`src/rtl/exc_ctrl_pkg.sv`:
```
package exc_ctrl_pkg;
  localparam int XLEN   = 32;
  localparam int NSTG   = 4;            // decode, execute, memory, write-back
  localparam int NFAULT = NSTG - 1;     // stages that can raise a fault
  localparam int SRC_W  = $clog2(NFAULT);

  typedef logic [XLEN-1:0] addr_t;

  // Fault code equals the index of the stage that raises it.
  typedef enum logic [1:0] {
    FLT_UNDEF = 2'd0,
    FLT_OVF   = 2'd1,
    FLT_ADDR  = 2'd2,
    FLT_NONE  = 2'd3
  } flt_code_e;

  localparam int CAUSE_BIT_UNDEF = 10;
  localparam int CAUSE_BIT_OVF   = 5;
  localparam int CAUSE_BIT_ADDR  = 4;

  function automatic flt_code_e code_of_stage(input logic [SRC_W-1:0] stg);
    case (stg)
      2'd0:    return FLT_UNDEF;
      2'd1:    return FLT_OVF;
      2'd2:    return FLT_ADDR;
      default: return FLT_NONE;
    endcase
  endfunction

  function automatic addr_t cause_word(input flt_code_e c);
    addr_t w;
    w = '0;
    case (c)
      FLT_UNDEF: w[CAUSE_BIT_UNDEF] = 1'b1;
      FLT_OVF:   w[CAUSE_BIT_OVF]   = 1'b1;
      FLT_ADDR:  w[CAUSE_BIT_ADDR]  = 1'b1;
      default:   w = '0;
    endcase
    return w;
  endfunction

  function automatic addr_t handler_addr(input addr_t base, input addr_t stride,
                                         input flt_code_e c);
    return base + stride * addr_t'(c);
  endfunction

  function automatic addr_t pc_of_next(input addr_t pcn, input addr_t step);
    return pcn - step;
  endfunction
endpackage

```
`src/rtl/exc_stage_track.sv`:
```
module exc_stage_track
  import exc_ctrl_pkg::*;
#(
  parameter int NS = NSTG
) (
  input  logic                 clk,
  input  logic                 rst_n,
  input  logic                 in_valid,
  input  addr_t                in_pcn,
  input  logic                 kill_in,
  input  logic [NS-2:0]        kill_stg,
  output logic [NS-1:0]        stg_v,
  output addr_t [NS-1:0]       stg_pcn
);
  logic [NS-1:0]  v_q;
  addr_t [NS-1:0] pcn_q;

  for (genvar i = 0; i < NS; i++) begin : g_stg
    logic  nxt_v;
    addr_t nxt_pcn;
    if (i == 0) begin : g_head
      assign nxt_v   = in_valid & ~kill_in;
      assign nxt_pcn = in_pcn;
    end else begin : g_body
      assign nxt_v   = v_q[i-1] & ~kill_stg[i-1];
      assign nxt_pcn = pcn_q[i-1];
    end
    always_ff @(posedge clk) begin
      if (!rst_n) begin
        v_q[i]   <= 1'b0;
        pcn_q[i] <= '0;
      end else begin
        v_q[i]   <= nxt_v;
        pcn_q[i] <= nxt_pcn;
      end
    end
  end

  assign stg_v   = v_q;
  assign stg_pcn = pcn_q;
endmodule

```
`src/rtl/exc_arbiter.sv`:
```
module exc_arbiter
  import exc_ctrl_pkg::*;
#(
  parameter int NK = NFAULT
) (
  input  logic [NK-1:0]    stg_v,
  input  logic [NK-1:0]    req,
  output logic             take,
  output logic [SRC_W-1:0] src,
  output flt_code_e        code,
  output logic [NK-1:0]    kill_stg
);
  // Deeper index overrides shallower: the oldest live requester wins.
  always_comb begin
    take = 1'b0;
    src  = '0;
    for (int i = 0; i < NK; i++) begin
      if (req[i] && stg_v[i]) begin
        take = 1'b1;
        src  = SRC_W'(i);
      end
    end
  end

  assign code = take ? code_of_stage(src) : FLT_NONE;

  for (genvar k = 0; k < NK; k++) begin : g_kill
    assign kill_stg[k] = take && (SRC_W'(k) <= src);
  end
endmodule

```
`src/rtl/exc_state_regs.sv`:
```
module exc_state_regs
  import exc_ctrl_pkg::*;
#(
  parameter addr_t VEC_BASE   = 32'hC000_0000,
  parameter addr_t VEC_STRIDE = 32'h0000_0020,
  parameter addr_t INSN_BYTES = 32'd4
) (
  input  logic      clk,
  input  logic      rst_n,
  input  logic      take,
  input  flt_code_e code,
  input  addr_t     fault_pcn,
  output logic      redirect_valid,
  output addr_t     redirect_pc,
  output addr_t     epc,
  output addr_t     cause
);
  always_ff @(posedge clk) begin
    if (!rst_n) begin
      redirect_valid <= 1'b0;
      redirect_pc    <= '0;
      epc            <= '0;
      cause          <= '0;
    end else begin
      redirect_valid <= take;
      if (take) begin
        redirect_pc <= handler_addr(VEC_BASE, VEC_STRIDE, code);
        epc         <= pc_of_next(fault_pcn, INSN_BYTES);
        cause       <= cause_word(code);
      end
    end
  end
endmodule

```
`src/rtl/precise_exc_ctrl.sv`:
```
module precise_exc_ctrl
  import exc_ctrl_pkg::*;
#(
  parameter addr_t VEC_BASE   = 32'hC000_0000,
  parameter addr_t VEC_STRIDE = 32'h0000_0020,
  parameter addr_t INSN_BYTES = 32'd4
) (
  input  logic        clk,
  input  logic        rst_n,
  input  logic        fetch_valid,
  input  logic [31:0] fetch_pc_next,
  input  logic        id_undef_req,
  input  logic        ex_ovf_req,
  input  logic        mem_addr_req,
  output logic        kill_if,
  output logic        kill_id,
  output logic        kill_ex,
  output logic        kill_mem,
  output logic        commit_valid,
  output logic [31:0] commit_pc,
  output logic        redirect_valid,
  output logic [31:0] redirect_pc,
  output logic [31:0] epc,
  output logic [31:0] cause
);
  localparam int ST_WB = NSTG - 1;

  logic [NSTG-1:0]    stg_v;
  addr_t [NSTG-1:0]   stg_pcn;
  logic [NFAULT-1:0]  flt_req;
  logic [NFAULT-1:0]  kill_stg;
  logic               flt_take;
  logic [SRC_W-1:0]   flt_src;
  flt_code_e          flt_code;
  addr_t              fault_pcn;

  assign flt_req = {mem_addr_req, ex_ovf_req, id_undef_req};

  exc_stage_track #(.NS(NSTG)) u_track (
    .clk      (clk),
    .rst_n    (rst_n),
    .in_valid (fetch_valid),
    .in_pcn   (fetch_pc_next),
    .kill_in  (flt_take),
    .kill_stg (kill_stg),
    .stg_v    (stg_v),
    .stg_pcn  (stg_pcn)
  );

  exc_arbiter #(.NK(NFAULT)) u_arb (
    .stg_v    (stg_v[NFAULT-1:0]),
    .req      (flt_req),
    .take     (flt_take),
    .src      (flt_src),
    .code     (flt_code),
    .kill_stg (kill_stg)
  );

  assign fault_pcn = stg_pcn[flt_src];

  exc_state_regs #(
    .VEC_BASE   (VEC_BASE),
    .VEC_STRIDE (VEC_STRIDE),
    .INSN_BYTES (INSN_BYTES)
  ) u_state (
    .clk            (clk),
    .rst_n          (rst_n),
    .take           (flt_take),
    .code           (flt_code),
    .fault_pcn      (fault_pcn),
    .redirect_valid (redirect_valid),
    .redirect_pc    (redirect_pc),
    .epc            (epc),
    .cause          (cause)
  );

  assign kill_if      = flt_take;
  assign kill_id      = kill_stg[0];
  assign kill_ex      = kill_stg[1];
  assign kill_mem     = kill_stg[2];
  assign commit_valid = stg_v[ST_WB];
  assign commit_pc    = pc_of_next(stg_pcn[ST_WB], INSN_BYTES);
endmodule

```
`config.mk`:
```
export PLATFORM = sky130hd
export DESIGN_NAME = precise_exc_ctrl
export DESIGN_NICKNAME = d
export VERILOG_FILES = /design/src/rtl/exc_ctrl_pkg.sv /design/src/rtl/exc_stage_track.sv /design/src/rtl/exc_arbiter.sv /design/src/rtl/exc_state_regs.sv /design/src/rtl/precise_exc_ctrl.sv
export SDC_FILE = /design/constraint.sdc
export NUM_CORES = 1
export LEC_CHECK = 0
export CORE_UTILIZATION = 56
export CTS_BUF_LIST = sky130_fd_sc_hd__clkbuf_8
export DETAILED_ROUTE_END_ITERATION = 12
export GPL_ROUTABILITY_DRIVEN = 0
export MAX_ROUTING_LAYER = met4
export PLACE_DENSITY_LB_ADDON = 0.25
export SETUP_SLACK_MARGIN = 0.1
export SYNTH_ARGS = -nofsm -noshare
export SYNTH_HDL_FRONTEND = slang
export SYNTH_HIERARCHICAL = 1
export SYNTH_SLANG_ARGS = --single-unit
```
`constraint.sdc`:
```
create_clock -name clk -period 7.5 [get_ports clk]
set_input_delay 1.125 -clock clk [delete_from_list [all_inputs] [get_ports clk]]
set_output_delay 1.125 -clock clk [all_outputs]
set_load 0.005 [all_outputs]
```
==> results.md <==
Status:
- The run finished with clean final reports.

Clocking:
- The hold-fix buffer count after cts is 0.
- The clock-pin transition on the worst setup and hold timing paths is 0.09 ns.
- The maximum number of buffers from clock root to sink is 2.
- TritonCTS built the clock tree.
- Once the clock tree was built, the setup fixing pass inserted 0 buffers.
- The count of clock tree sinks is 171.
- The clock root buffer master is sky130_fd_sc_hd__clkbuf_8.
- The worst-skew pair later-pin latency is 0.47 ns.
- The number of clock buffers added by TritonCTS is 17.
- The number of H-tree levels is 4.
- Once the clock tree was built, the resizer swapped 0 gates to a different size.

Detailed routing:
- The detail route stage leaves a number of antenna-violating nets equal to 0.
- The via-per-instance ratio is 5.38.
- The post-detailed-routing wire length is 15.4 mm.
- The total number of vias is 5,264.
- The post-detailed-route wirelength per cell is 15.7 µm.
- For this run, the detailed router's first-pass iteration total came to 4.
- The initial DRC count is 317.
- For this run, design rule violations remaining after detail routing come to 0.

Timing:
- The highest clock frequency the design can meet is 215 MHz.
- The worst setup slack after layout is 2.85 ns.
- The final count of hold timing violations is 0.
- Summed over all failing endpoints, the final setup total negative slack is 0 ns.
- The setup clock skew after layout is 0.0112 ns.
- The normalized max-slew margin is 32.2%.
- The final clock period utilization by the worst path is 62.0%.
- Setup repair after global routing left no endpoint under its margin.
- On the final layout, the worst hold slack is 0.459 ns.
- The worst path needs 4.65 ns of the cycle, external delays included.
- Setup violations remaining at the end of the flow were counted as 0.
- The number of max-slew violations in the final report came to 0.
- At the pin with the least slew margin, the transition time is 1.02 ns.

Floorplanning:
- The cell row count is 41.
- After floorplanning, the core was sized to cover 12,800 µm².
- The height of the die is 117 µm.
- The starting utilization of the core area is 58.0%.
- The I/O pin count is 172.
- The floorplan step defined a die boundary enclosing 13,700 µm².
- The width of the die is 117 µm.

Layout:
- The number of inserted diodes is 0.
- The utilization after layout is 68.4%.
- The layout net count is 834.
- Cells with a size suffix above 1 make up 11.7% of the layout.
- The layout has 968 filler cells.
- The number of cells in the finished layout apart from fillers is 978.
- Compared with the post-synthesis result, the final layout area differs by 17.9%.

GRT:
- Global routing used 40.8% of the available met2 tracks.
- The met1 routing resource usage after global routing is 28.2%.
- The global-route wire length before repair is 24.4 mm.
- Global routing used 24.7% of the available tracks across all layers.
- Entering global routing, the biggest net connects 111 pins.
- The total global routing overflow is 0.
- The initial antenna violation count is 0.
- The number of global-route vias before repair came to 4,974.
- The fraction of met3 tracks used by global routing is 4.79%.
- The global routing stage identified its most utilized layer as met2.

Worst setup path:
- The worst setup path is launched from a primary input.
- In this run the worst path has a maximum fanout of 24.
- The length in cells of the worst reg-to-reg path is 7.
- The worst setup path is captured at a flip-flop.
- STA puts the critical path data arrival time at 5.04 ns.
- For the worst setup path, the data required time is 7.89 ns.
- The worst setup path category is primary input to flip-flop.

Logic synthesis:
- The synthesized area divided by synthesized cell count is 10.6 µm².
- The sequential element share of the synthesized area is 46.2%.
- The number of different library cells in the post-synthesis netlist is 53.
- During synthesis, Yosys emitted a total of 6 warnings.
- The synthesized flop and latch total is 171.
- The post-synthesis instance area is 7410 µm².
- The synthesized netlist cell count is 696.

Place:
- The number of instances in the placed design is 947.
- Prior to clock tree synthesis, the placed netlist has a worst setup slack of 2.43 ns.
- The HPWL after detailed placement is 10.8 mm.
- During placement, the flow inserted port buffers numbering 114.

Power and ir drop:
- The static power due to leakage is 3.40 nW.
- The power per standard cell area is 215 nW/µm².
- IR analysis of the VDD net gives a maximum drop of 0.148 mV.

Min path:
- In this run the worst hold path is classified as flip-flop to flip-flop.
- Counting instances, the worst hold path has a depth of 1.

Run:
- The count of max-cap constraint violations is 0.
## cells in the mapped netlist, drive strengths merged
master   count  area (µm²)
buf         80         608
nand4bb      2        22.5
clkinv       1        3.75
nand4        5        43.8
a22o         1        10.0
nor3        14        75.1
o31ai       11        82.6
nor4        14         151
nand2       18        77.6
o21ai       27         135
nand3        6        30.0
mux2i        4        40.0
nand2b       4        25.0
o211ai       2        15.0
o32a         1        10.0
or4b         1        10.0
a311oi       2        17.5
and3b        4        35.0
nor3b        3        27.5
inv          8        30.0
o2111ai      1        8.76
dfxtp      171        3420
or3         12        76.3
nor2        28         105
a31oi       16         100
a211oi       5        37.5
or2          6        37.5
nand4b       2        17.5
nor4b        1        8.76
nand3b       3        22.5
xor2        29         254
conb         1        3.75
a21oi       10        50.1
mux4        32         724
a32oi        1        8.76
clkbuf      16        60.1
or4         15         124
ha           2        25.0
xnor2        7        61.3
and2       130         813
## state kept, by name (all words and copies together), names as in the netlist
register                cells
u_state/cause               3
u_track/stg_pcn            32
u_state/epc                32
u_track/g_stg.nxt_pcn      96
u_track/stg_v               4
u_state/redirect_valid      1
u_state/redirect_pc         3
## routing by layer
metal	vias to the layer above	part of all wire (%)
met5	-	0
met4	0	3.2
met3	33	5.2
met2	196	50
met1	2527	41
li1	2508	-
## critical path, cell delays in order
cell,delay [ns]
sky130_fd_sc_hd__clkdlybuf4s50_1,0.58
sky130_fd_sc_hd__nand2_1,0.14
sky130_fd_sc_hd__inv_1,0.76
sky130_fd_sc_hd__mux4_2,0.47
sky130_fd_sc_hd__nor4_1,0.44
sky130_fd_sc_hd__nand4_1,0.63
sky130_fd_sc_hd__or4_1,0.69
sky130_fd_sc_hd__a31oi_1,0.19
## cells in the final DEF (no fill, tap or decap), types with 5 or more instances in the layout
cell                              instances
sky130_fd_sc_hd__inv_1                   10
sky130_fd_sc_hd__or4_1                   12
sky130_fd_sc_hd__a211oi_1                 5
sky130_fd_sc_hd__conb_1                  57
sky130_fd_sc_hd__nand3_1                  5
sky130_fd_sc_hd__o31ai_1                 11
sky130_fd_sc_hd__nor4_1                   8
sky130_fd_sc_hd__buf_4                    6
sky130_fd_sc_hd__clkdlybuf4s50_1        113
sky130_fd_sc_hd__nand2_1                 14
sky130_fd_sc_hd__o21ai_0                 27
sky130_fd_sc_hd__clkbuf_8                18
sky130_fd_sc_hd__xor2_1                  29
sky130_fd_sc_hd__nor3_1                  13
sky130_fd_sc_hd__a31oi_1                 16
sky130_fd_sc_hd__or3_1                   11
sky130_fd_sc_hd__a21oi_1                  9
sky130_fd_sc_hd__and2_1                 130
sky130_fd_sc_hd__xnor2_1                  7
sky130_fd_sc_hd__mux4_2                  31
sky130_fd_sc_hd__nor2_1                  28
sky130_fd_sc_hd__or2_2                    6
sky130_fd_sc_hd__dfxtp_1                171
## power by group
part	leakage, nW	total (mW)	internal [mW]	switching [mW]
logic	1.81	0.287	0.156	0.131
registers	1.40	0.973	0.947	0.0256
clock network	0.193	0.617	0.299	0.318
## cell type report
| class | instances | area, µm² | share of cell area [%] |
|---|---|---|---|
| inverter | 9 | 33.8 | 0.387 |
| tap | 172 | 215 | 2.46 |
| sequential | 171 | 3420 | 39.2 |
| clock buffer | 18 | 248 | 2.84 |
| clock inverter | 13 | 128 | 1.46 |
| multi-input combinational | 476 | 3510 | 40.2 |
| timing repair buffer | 119 | 1180 | 13.5 |
## per-stage QoR
stage          instance area, µm²  power (mW)
2_1_floorplan                7620        1.17
3_3_place_gp                 8360        1.27
3_5_place_dp                 8360        1.28
4_1_cts                      8740        1.89
5_1_grt                      8740        1.96
6_report                     8740        1.88
## final timing paths
path,to,startpoint,slack [ns]
setup / recovery,u_state/epc[26],mem_addr_req,2.85
hold / removal,u_track/stg_pcn[125],u_track/g_stg[3].nxt_pcn[29],0.46
setup reg to reg,u_state/epc[26],u_track/stg_v[2],3.67
hold reg to reg,u_track/stg_pcn[125],u_track/g_stg[3].nxt_pcn[29],0.46
## logic make-up (layout without fill, tap and decap cells)
logic type | Yosys count | count (layout) | synth area share (%)
buf+inv | 105 | 159 | 9.47
simple gates | 268 | 268 | 23.0
mux | 36 | 36 | 10.3
xor+xnor | 36 | 36 | 4.25
other cells | 1 | 57 | 0.0506
fa+ha+maj | 2 | 2 | 0.338
flops | 171 | 171 | 46.2
compound gates | 77 | 77 | 6.41
Note: power is estimated with default switching activity, not from simulation.
